File: src/rtl/pkr_pkg.sv
package pkr_pkg;
  localparam int HDR_SLOT_BYTES = 32;
  localparam int HDR_SLOT_DW    = 8;

  // Strobes from the sequencer to the datapath for one output beat.
  typedef struct packed {
    logic       capture;   // latch a new descriptor
    logic       emitHdr;   // load a pure header beat
    logic       emitPay;   // load a payload (or mixed) beat
    logic       takeIn;    // the payload beat on plData is consumed
    logic [1:0] hdrIdx;    // which header beat
    logic [6:0] nBytes;    // valid bytes in the beat
    logic       last;      // final beat of the packet
  } pkr_strobe_t;
endpackage

File: src/rtl/pkr_ctrl.sv
module pkr_ctrl
  import pkr_pkg::*;
#(
  parameter int DATA_W = 512,
  parameter int LEN_W  = 12
) (
  input  logic             clk,
  input  logic             rst,
  input  logic             hdrValid,
  output logic             hdrReady,
  input  logic [LEN_W-1:0] hdrLen,
  input  logic             plValid,
  output logic             plReady,
  input  logic             outValid,
  input  logic             outReady,
  input  logic             outLast,
  output pkr_strobe_t      strb
);
  localparam int BYTES     = DATA_W / 8;
  localparam int HDR_BEATS = HDR_SLOT_BYTES / BYTES;
  localparam int CW        = LEN_W + 1;
  localparam logic [CW-1:0]    BYTES_C   = CW'(BYTES);
  localparam logic [LEN_W-1:0] BYTES_L   = LEN_W'(BYTES);
  localparam logic [1:0]       LAST_HIDX = 2'((HDR_BEATS > 0) ? HDR_BEATS - 1 : 0);

  typedef enum logic [1:0] {S_IDLE, S_HDR, S_PAY} state_t;

  state_t           state;
  logic [CW-1:0]    outLeft;
  logic [LEN_W-1:0] inLeft;
  logic [1:0]       hIdx;
  logic             lenZero;
  logic             canLoad;
  logic             needIn;
  logic [6:0]       beatBytes;

  always_comb begin
    canLoad   = !outValid || outReady;
    needIn    = (inLeft != '0);
    hdrReady  = (state == S_IDLE) && canLoad;
    plReady   = (state == S_PAY) && canLoad && needIn;
    beatBytes = (outLeft >= BYTES_C) ? 7'(BYTES) : outLeft[6:0];
    strb      = '0;
    strb.capture = hdrValid && hdrReady;
    case (state)
      S_HDR: begin
        strb.emitHdr = canLoad;
        strb.hdrIdx  = hIdx;
        strb.nBytes  = 7'(BYTES);
        strb.last    = lenZero && (hIdx == LAST_HIDX);
      end
      S_PAY: begin
        strb.emitPay = canLoad && (!needIn || plValid);
        strb.takeIn  = canLoad && needIn && plValid;
        strb.nBytes  = beatBytes;
        strb.last    = (outLeft <= BYTES_C);
      end
      default: ;
    endcase
  end

  always_ff @(posedge clk) begin
    if (rst) begin
      state   <= S_IDLE;
      outLeft <= '0;
      inLeft  <= '0;
      hIdx    <= '0;
      lenZero <= 1'b0;
    end else begin
      case (state)
        S_IDLE: if (strb.capture) begin
          outLeft <= CW'(HDR_SLOT_BYTES) + CW'(hdrLen);
          inLeft  <= hdrLen;
          lenZero <= (hdrLen == '0);
          hIdx    <= '0;
          state   <= (HDR_BEATS > 0) ? S_HDR : S_PAY;
        end
        S_HDR: if (strb.emitHdr) begin
          hIdx    <= hIdx + 2'd1;
          outLeft <= outLeft - BYTES_C;
          if (hIdx == LAST_HIDX) state <= lenZero ? S_IDLE : S_PAY;
        end
        S_PAY: if (strb.emitPay) begin
          outLeft <= outLeft - CW'(beatBytes);
          inLeft  <= (inLeft > BYTES_L) ? inLeft - BYTES_L : '0;
          if (strb.last) state <= S_IDLE;
        end
        default: state <= S_IDLE;
      endcase
    end
  end


  accept_after_last_chk: assert property (@(posedge clk) disable iff (rst)
    (hdrValid && hdrReady) |-> (!outValid || (outReady && outLast)));
endmodule

File: src/rtl/pkr_dpath.sv
module pkr_dpath
  import pkr_pkg::*;
#(
  parameter int DATA_W = 512
) (
  input  logic                  clk,
  input  logic                  rst,
  input  pkr_strobe_t           strb,
  input  logic [255:0]          hdrWords,
  input  logic [3:0]            hdrDwCnt,
  input  logic [DATA_W-1:0]     plData,
  input  logic                  outReady,
  output logic [DATA_W-1:0]     outData,
  output logic [DATA_W/8-1:0]   outKeep,
  output logic                  outLast,
  output logic                  outValid
);
  localparam int BYTES   = DATA_W / 8;
  localparam int SHIFT_B = HDR_SLOT_BYTES % BYTES;
  localparam int SLOT_W  = HDR_SLOT_BYTES * 8;

  logic [SLOT_W-1:0] slotReg;
  logic [DATA_W-1:0] hdrBeat;
  logic [DATA_W-1:0] payBeat;
  logic [BYTES-1:0]  beatKeep;
  logic [DATA_W-1:0] beatMask;

  function automatic logic [SLOT_W-1:0] swapHdr(input logic [SLOT_W-1:0] w,
                                                 input logic [3:0] cnt);
    logic [SLOT_W-1:0] r;
    logic [31:0] d;
    for (int i = 0; i < HDR_SLOT_DW; i++) begin
      d = w[32*i +: 32];
      r[32*i +: 32] = (i < int'(cnt)) ? {d[7:0], d[15:8], d[23:16], d[31:24]} : 32'h0;
    end
    return r;
  endfunction

  always_comb begin
    hdrBeat = DATA_W'(slotReg >> (DATA_W * int'(strb.hdrIdx)));
    for (int i = 0; i < BYTES; i++) begin
      beatKeep[i]       = (i < int'(strb.nBytes));
      beatMask[8*i +: 8] = {8{beatKeep[i]}};
    end
  end

  generate
    if (SHIFT_B == 0) begin : gAligned
      // Header fills whole beats; payload beats pass straight through.
      always_ff @(posedge clk) begin
        if (rst)               slotReg <= '0;
        else if (strb.capture) slotReg <= swapHdr(hdrWords, hdrDwCnt);
      end
      always_comb payBeat = strb.takeIn ? plData : '0;
    end else begin : gShifted
      // Slot register starts as the header, then carries the top of each input beat.
      localparam int LOW_W = DATA_W - SLOT_W;
      logic [LOW_W-1:0] lowIn;
      always_ff @(posedge clk) begin
        if (rst)                              slotReg <= '0;
        else if (strb.capture)                slotReg <= swapHdr(hdrWords, hdrDwCnt);
        else if (strb.emitPay && strb.takeIn) slotReg <= plData[DATA_W-1 -: SLOT_W];
      end
      always_comb begin
        lowIn   = strb.takeIn ? plData[LOW_W-1:0] : '0;
        payBeat = {lowIn, slotReg};
      end
    end
  endgenerate

  always_ff @(posedge clk) begin
    if (rst) begin
      outValid <= 1'b0;
      outData  <= '0;
      outKeep  <= '0;
      outLast  <= 1'b0;
    end else if (strb.emitHdr || strb.emitPay) begin
      outValid <= 1'b1;
      outData  <= (strb.emitHdr ? hdrBeat : payBeat) & beatMask;
      outKeep  <= beatKeep;
      outLast  <= strb.last;
    end else if (outReady) begin
      outValid <= 1'b0;
    end
  end


  hold_under_stall_chk: assert property (@(posedge clk) disable iff (rst)
    (outValid && !outReady) |=> (outValid && $stable(outData) && $stable(outKeep) && $stable(outLast)));

  keep_contig_chk: assert property (@(posedge clk) disable iff (rst)
    outValid |-> ((outKeep != '0) && ((outKeep & (outKeep + 1'b1)) == '0)));

  keep_full_chk: assert property (@(posedge clk) disable iff (rst)
    (outValid && !outLast) |-> (&outKeep));

  reset_clear_chk: assert property (@(posedge clk) rst |=> !outValid);
endmodule

File: src/rtl/inline_hdr_packer.sv
module inline_hdr_packer
  import pkr_pkg::*;
#(
  parameter int DATA_W = 512,
  parameter int LEN_W  = 12
) (
  input  logic                clk,
  input  logic                rst,
  input  logic                hdrValid,
  output logic                hdrReady,
  input  logic [255:0]        hdrWords,
  input  logic [3:0]          hdrDwCnt,
  input  logic [LEN_W-1:0]    hdrLen,
  input  logic                plValid,
  output logic                plReady,
  input  logic [DATA_W-1:0]   plData,
  output logic [DATA_W-1:0]   txData,
  output logic [DATA_W/8-1:0] txKeep,
  output logic                txLast,
  output logic                txValid,
  input  logic                txReady
);

  if (!(DATA_W == 128 || DATA_W == 256 || DATA_W == 512)) begin : gBadWidth
    $error("inline_hdr_packer: DATA_W must be 128, 256 or 512");
  end

  pkr_strobe_t strb;

  pkr_ctrl #(.DATA_W(DATA_W), .LEN_W(LEN_W)) uCtrl (
    .clk(clk), .rst(rst),
    .hdrValid(hdrValid), .hdrReady(hdrReady), .hdrLen(hdrLen),
    .plValid(plValid), .plReady(plReady),
    .outValid(txValid), .outReady(txReady), .outLast(txLast),
    .strb(strb)
  );

  pkr_dpath #(.DATA_W(DATA_W)) uDpath (
    .clk(clk), .rst(rst), .strb(strb),
    .hdrWords(hdrWords), .hdrDwCnt(hdrDwCnt), .plData(plData),
    .outReady(txReady), .outData(txData), .outKeep(txKeep),
    .outLast(txLast), .outValid(txValid)
  );
endmodule

File: config.mk
export PLATFORM = sky130hd
export DESIGN_NAME = inline_hdr_packer
export DESIGN_NICKNAME = d
export VERILOG_FILES = /design/src/rtl/pkr_pkg.sv /design/src/rtl/pkr_ctrl.sv /design/src/rtl/pkr_dpath.sv /design/src/rtl/inline_hdr_packer.sv
export SDC_FILE = /design/constraint.sdc
export NUM_CORES = 2
export LEC_CHECK = 0
export BUFFER_PORTS_ARGS = -buffer_cell sky130_fd_sc_hd__buf_2
export CAP_MARGIN = 20
export CORE_AREA = 2 2 539 541
export CTS_CLUSTER_DIAMETER = 120
export DETAILED_ROUTE_END_ITERATION = 16
export DIE_AREA = 0 0 541 543
export HOLD_SLACK_MARGIN = 0.12
export PLACE_DENSITY = 0.32
export SLEW_MARGIN = 20
export SYNTH_ARGS = -nofsm -noshare
export SYNTH_HDL_FRONTEND = slang
export SYNTH_HIERARCHICAL = 1
export SYNTH_SLANG_ARGS = --single-unit
File: constraint.sdc
create_clock -name clk -period 6.7 [get_ports clk]
set_input_delay 0.335 -clock clk [delete_from_list [all_inputs] [get_ports clk]]
set_output_delay 0.335 -clock clk [all_outputs]
set_load 0.01 [all_outputs]
==> key figures <==
Run status
  – Status: complete, no violations

Floorplan
  – Die span in y: 543 um
  – Die span in x: 541 um
  – Num rows: 197
  – Initial Utilization: 10.9%
  – Die Footprint: 294000 um^2
  – Area of the core: 287000 um^2
  – # IOs: 1369

Layout
  – Fillers: 32100
  – Share of layout cells above drive strength 1: 32.3%
  – Design area: 54600 um^2
  – Nets: 5924
  – Commonest non-fill, non-tap cell in the layout: buf_2
  – Most frequent cells in the layout: buf_2, dfxtp_1, dlygate4sd3_1
  – Fin cells: 9021
  – Area growth syn-to-layout: 73.9%

Power
  – Register share of total power: 39.7%
  – LEAKAGE: 23.0 nW
  – Gate power share: 13.9%
  – Power density cells: 250 nW/um^2
  – Clock group share of total power: 46.5%
  – Power after layout: 13.7 mW
  – Switching pwr: 3.77 mW
  – Max VDD drop: 0.000188 V
  – Sw Share: 27.6%
  – P_int: 9.88 mW

Critical path
  – Crit path DAT: 5500 ps
  – Cell count of the worst reg-to-reg path: 9
  – Req. time, crit path: 7450 ps
  – Crit path kind: reg -> reg
  – CP Launch Type: register
  – Critical-path cell list: nor4_2, and2_1, nand2_1, nor2_1, and2_1, o22a_1, nand3_2, a21oi_1, a22o_1
  – Max stage delay on crit path: 980 ps
  – Nature of the critical path endpoint: register
  – CP Max Fanout: 23
  – Most frequent CP cell: and2_1
  – Slowest stage cell, crit path: a21oi_1

Timing
  – Hold WS: 187 ps
  – Minimum clock period: 4750 ps
  – Clk_skew: 58.5 ps
  – Tcrit/Tclk final: 70.9%
  – Unrepaired setup endpoints after global routing: no
  – Max_slew headroom: 29.0%
  – Setup_tns: 0 ps
  – Final hold vios: 0
  – Final setup fails: 0
  – Final slew viol count: 0
  – F_max: 0.211 GHz
  – Slew at the pin with the worst max-slew slack: 1060 ps

Yosys
  – Primary FF master, synth: dfxtp_1
  – Synth Area in XOR/XNOR: 0.139%
  – Seq/Total Area, Yosys: 54.8%
  – Post-synthesis simple-gate area fraction: 9.68%
  – FF+latch count, synth: 860
  – Share of flip-flops with an asynchronous set or reset: 0%
  – Synthesis Warnings: 6
  – Compound-Gate Fraction of Synth Area: 25.3%
  – Mux cell area share after synthesis: 6.21%
  – Syn Area/Cell: 10.4 um^2
  – Library cells used by synthesis: 82
  – Largest family of logic cells by synthesized area: compound AO/OA/AOI/OAI gates
  – Gate Count Post-Synth: 3010
  – Mapped Area: 31400 um^2
  – Number of synthesized flops with an enable pin: 0
  – Post-Synth Adder-Cell Area: 0.199%

Routing
  – Pre-Repair DR Iteration Count: 6
  – Metal1 wirelength: 86200 um
  – Uppermost layer routed: met5
  – DRT iter0 DRCs: 1717
  – Drt wl/cell: 24.7 um
  – Drt drc: 0
  – Total number of vias: 33000
  – Vias per cell: 3.65
  – WL met3: 16500 um
  – Post-Route WL: 223000 um
  – Final antenna-violating net count: 0
  – Met2 WL post-DR: 111000 um

Hold path
  – Hold depth: 4
  – Tightest Hold Check Type: in -> reg

Global route
  – Vias in the first global route: 34200
  – Largest net degree at the start of global routing: 153
  – First-pass GRT wire length: 296000 um
  – Total grt overflow: 0
  – Initial antenna violation count: 56
  – GRT Resource Usage Total: 14.5%

Placement
  – Placer Congestion: 0.866
  – Post-DP Area: 42700 um^2
  – Placed cells: 7982
  – PortBufs: 1368
  – Post-DP HPWL: 174000 um

Clock network
  – Clk Latency, worst-skew pair: 850 ps
  – Maximum clock insertion buffer count: 4
  – CTS tree: done
  – Clock root buffer master: clkbuf_16
  – CTS clk-pin slew, worst paths: 60 ps
  – CTS Buf Count: 118
  – Total setup buffers inserted after CTS: 0
  – CTS sink cnt: 860
  – H-tree Lvls: 3

Flow run
  – Number of max-cap violations: 0
[metal layers]
layer | up-vias | GRT usage, %
met5 | - | 0
li1 | 15400 | -
met4 | 32 | 5.63
met1 | 16000 | 15.9
met2 | 1312 | 26.0
met3 | 287 | 4.33
[critical path: cells and delay by family (launching register included)]
family / cells / cell delay (ps)
DFF: 1 / 390
and+or+nand+nor: 6 / 2500
AOI/OAI and AO/OA: 3 / 1740
[kinds of logic after synthesis]
family / Yosys count
xor+xnor: 5
mux: 195
other cells: 2
flops: 860
simple gates: 660
buf+inv: 245
compound gates: 1038
fa+ha+maj: 5
[power by group through the flow]
stage / logic [mW] / registers (mW) / clock network, mW
3_5_place_dp: 1.47 / 5.53 / 0
4_1_cts: 1.93 / 5.42 / 6.62
3_3_place_gp: 1.47 / 5.54 / 0
5_1_grt: 2.05 / 5.44 / 6.79
2_1_floorplan: 0.680 / 5.48 / 0
6_report: 1.89 / 5.42 / 6.34
[final timing paths]
path / start / endpoint / slack (ps)
hold / removal: plData[363] / uDpath/slotReg[107] / 190
setup / recovery: uCtrl/outLeft[9] / uDpath/outData[343] / 1950
hold reg to reg: uDpath/slotReg[6] / uDpath/outData[6] / 420
setup reg to reg: uCtrl/outLeft[9] / uDpath/outData[343] / 1950
[synth_stat cells, drive strengths merged, types with 8 or more instances]
cell type,count,share of area [%]
dfxtp,860,55
a22o,496,14
nand2,252,3.0
nor2,243,2.9
mux2i,195,6.2
a21oi,152,2.5
buf,123,2.2
o21ai,120,1.9
clkbuf,113,1.4
a2bb2oi,96,2.7
a211oi,48,1.1
a22oi,45,1.1
nor2b,45,0.90
a21o,37,0.89
and2,18,0.37
nand2b,15,0.30
nand3,15,0.31
nor3,13,0.26
inv,9,0.11
nand3b,8,0.19
[state kept, by name, summed over array words and instances, names as in the netlist]
| name | count |
|---|---|
| uCtrl/state | 1 |
| uCtrl/outLeft | 13 |
| uDpath/outKeep | 64 |
| uCtrl/inLeft | 12 |
| uDpath/outLast | 1 |
| uDpath/outValid | 1 |
| uDpath/outData | 512 |
| uDpath/slotReg | 256 |
[timing repair]
item / in CTS / in global routing
hold buffers: 808 / 0
gates resized for setup: 0 / 0
endpoints found under the hold margin: 572 / 0
[area by class of cell]
class,instances,area (um^2),area share [%]
Multi-Input combinational cell,1907,13300,24.3
Clock inverter,39,472,0.864
Timing Repair Buffer,2234,15500,28.3
Sequential cell,860,17200,31.5
Tap cell,3781,4730,8.66
Clock buffer,166,3310,6.07
Inverter,9,41.3,0.0756
Antenna cell,25,62.6,0.115
[stage by stage]
step	worst slack, ps	util [%]
after detailed placement	1920	14.8
after CTS	1880	19.0
final	1950	19.0
after global routing	1680	19.0
after floorplan	3930	-
after global placement	1920	14.8
No activity file was read; power rests on OpenSTA's default activity.
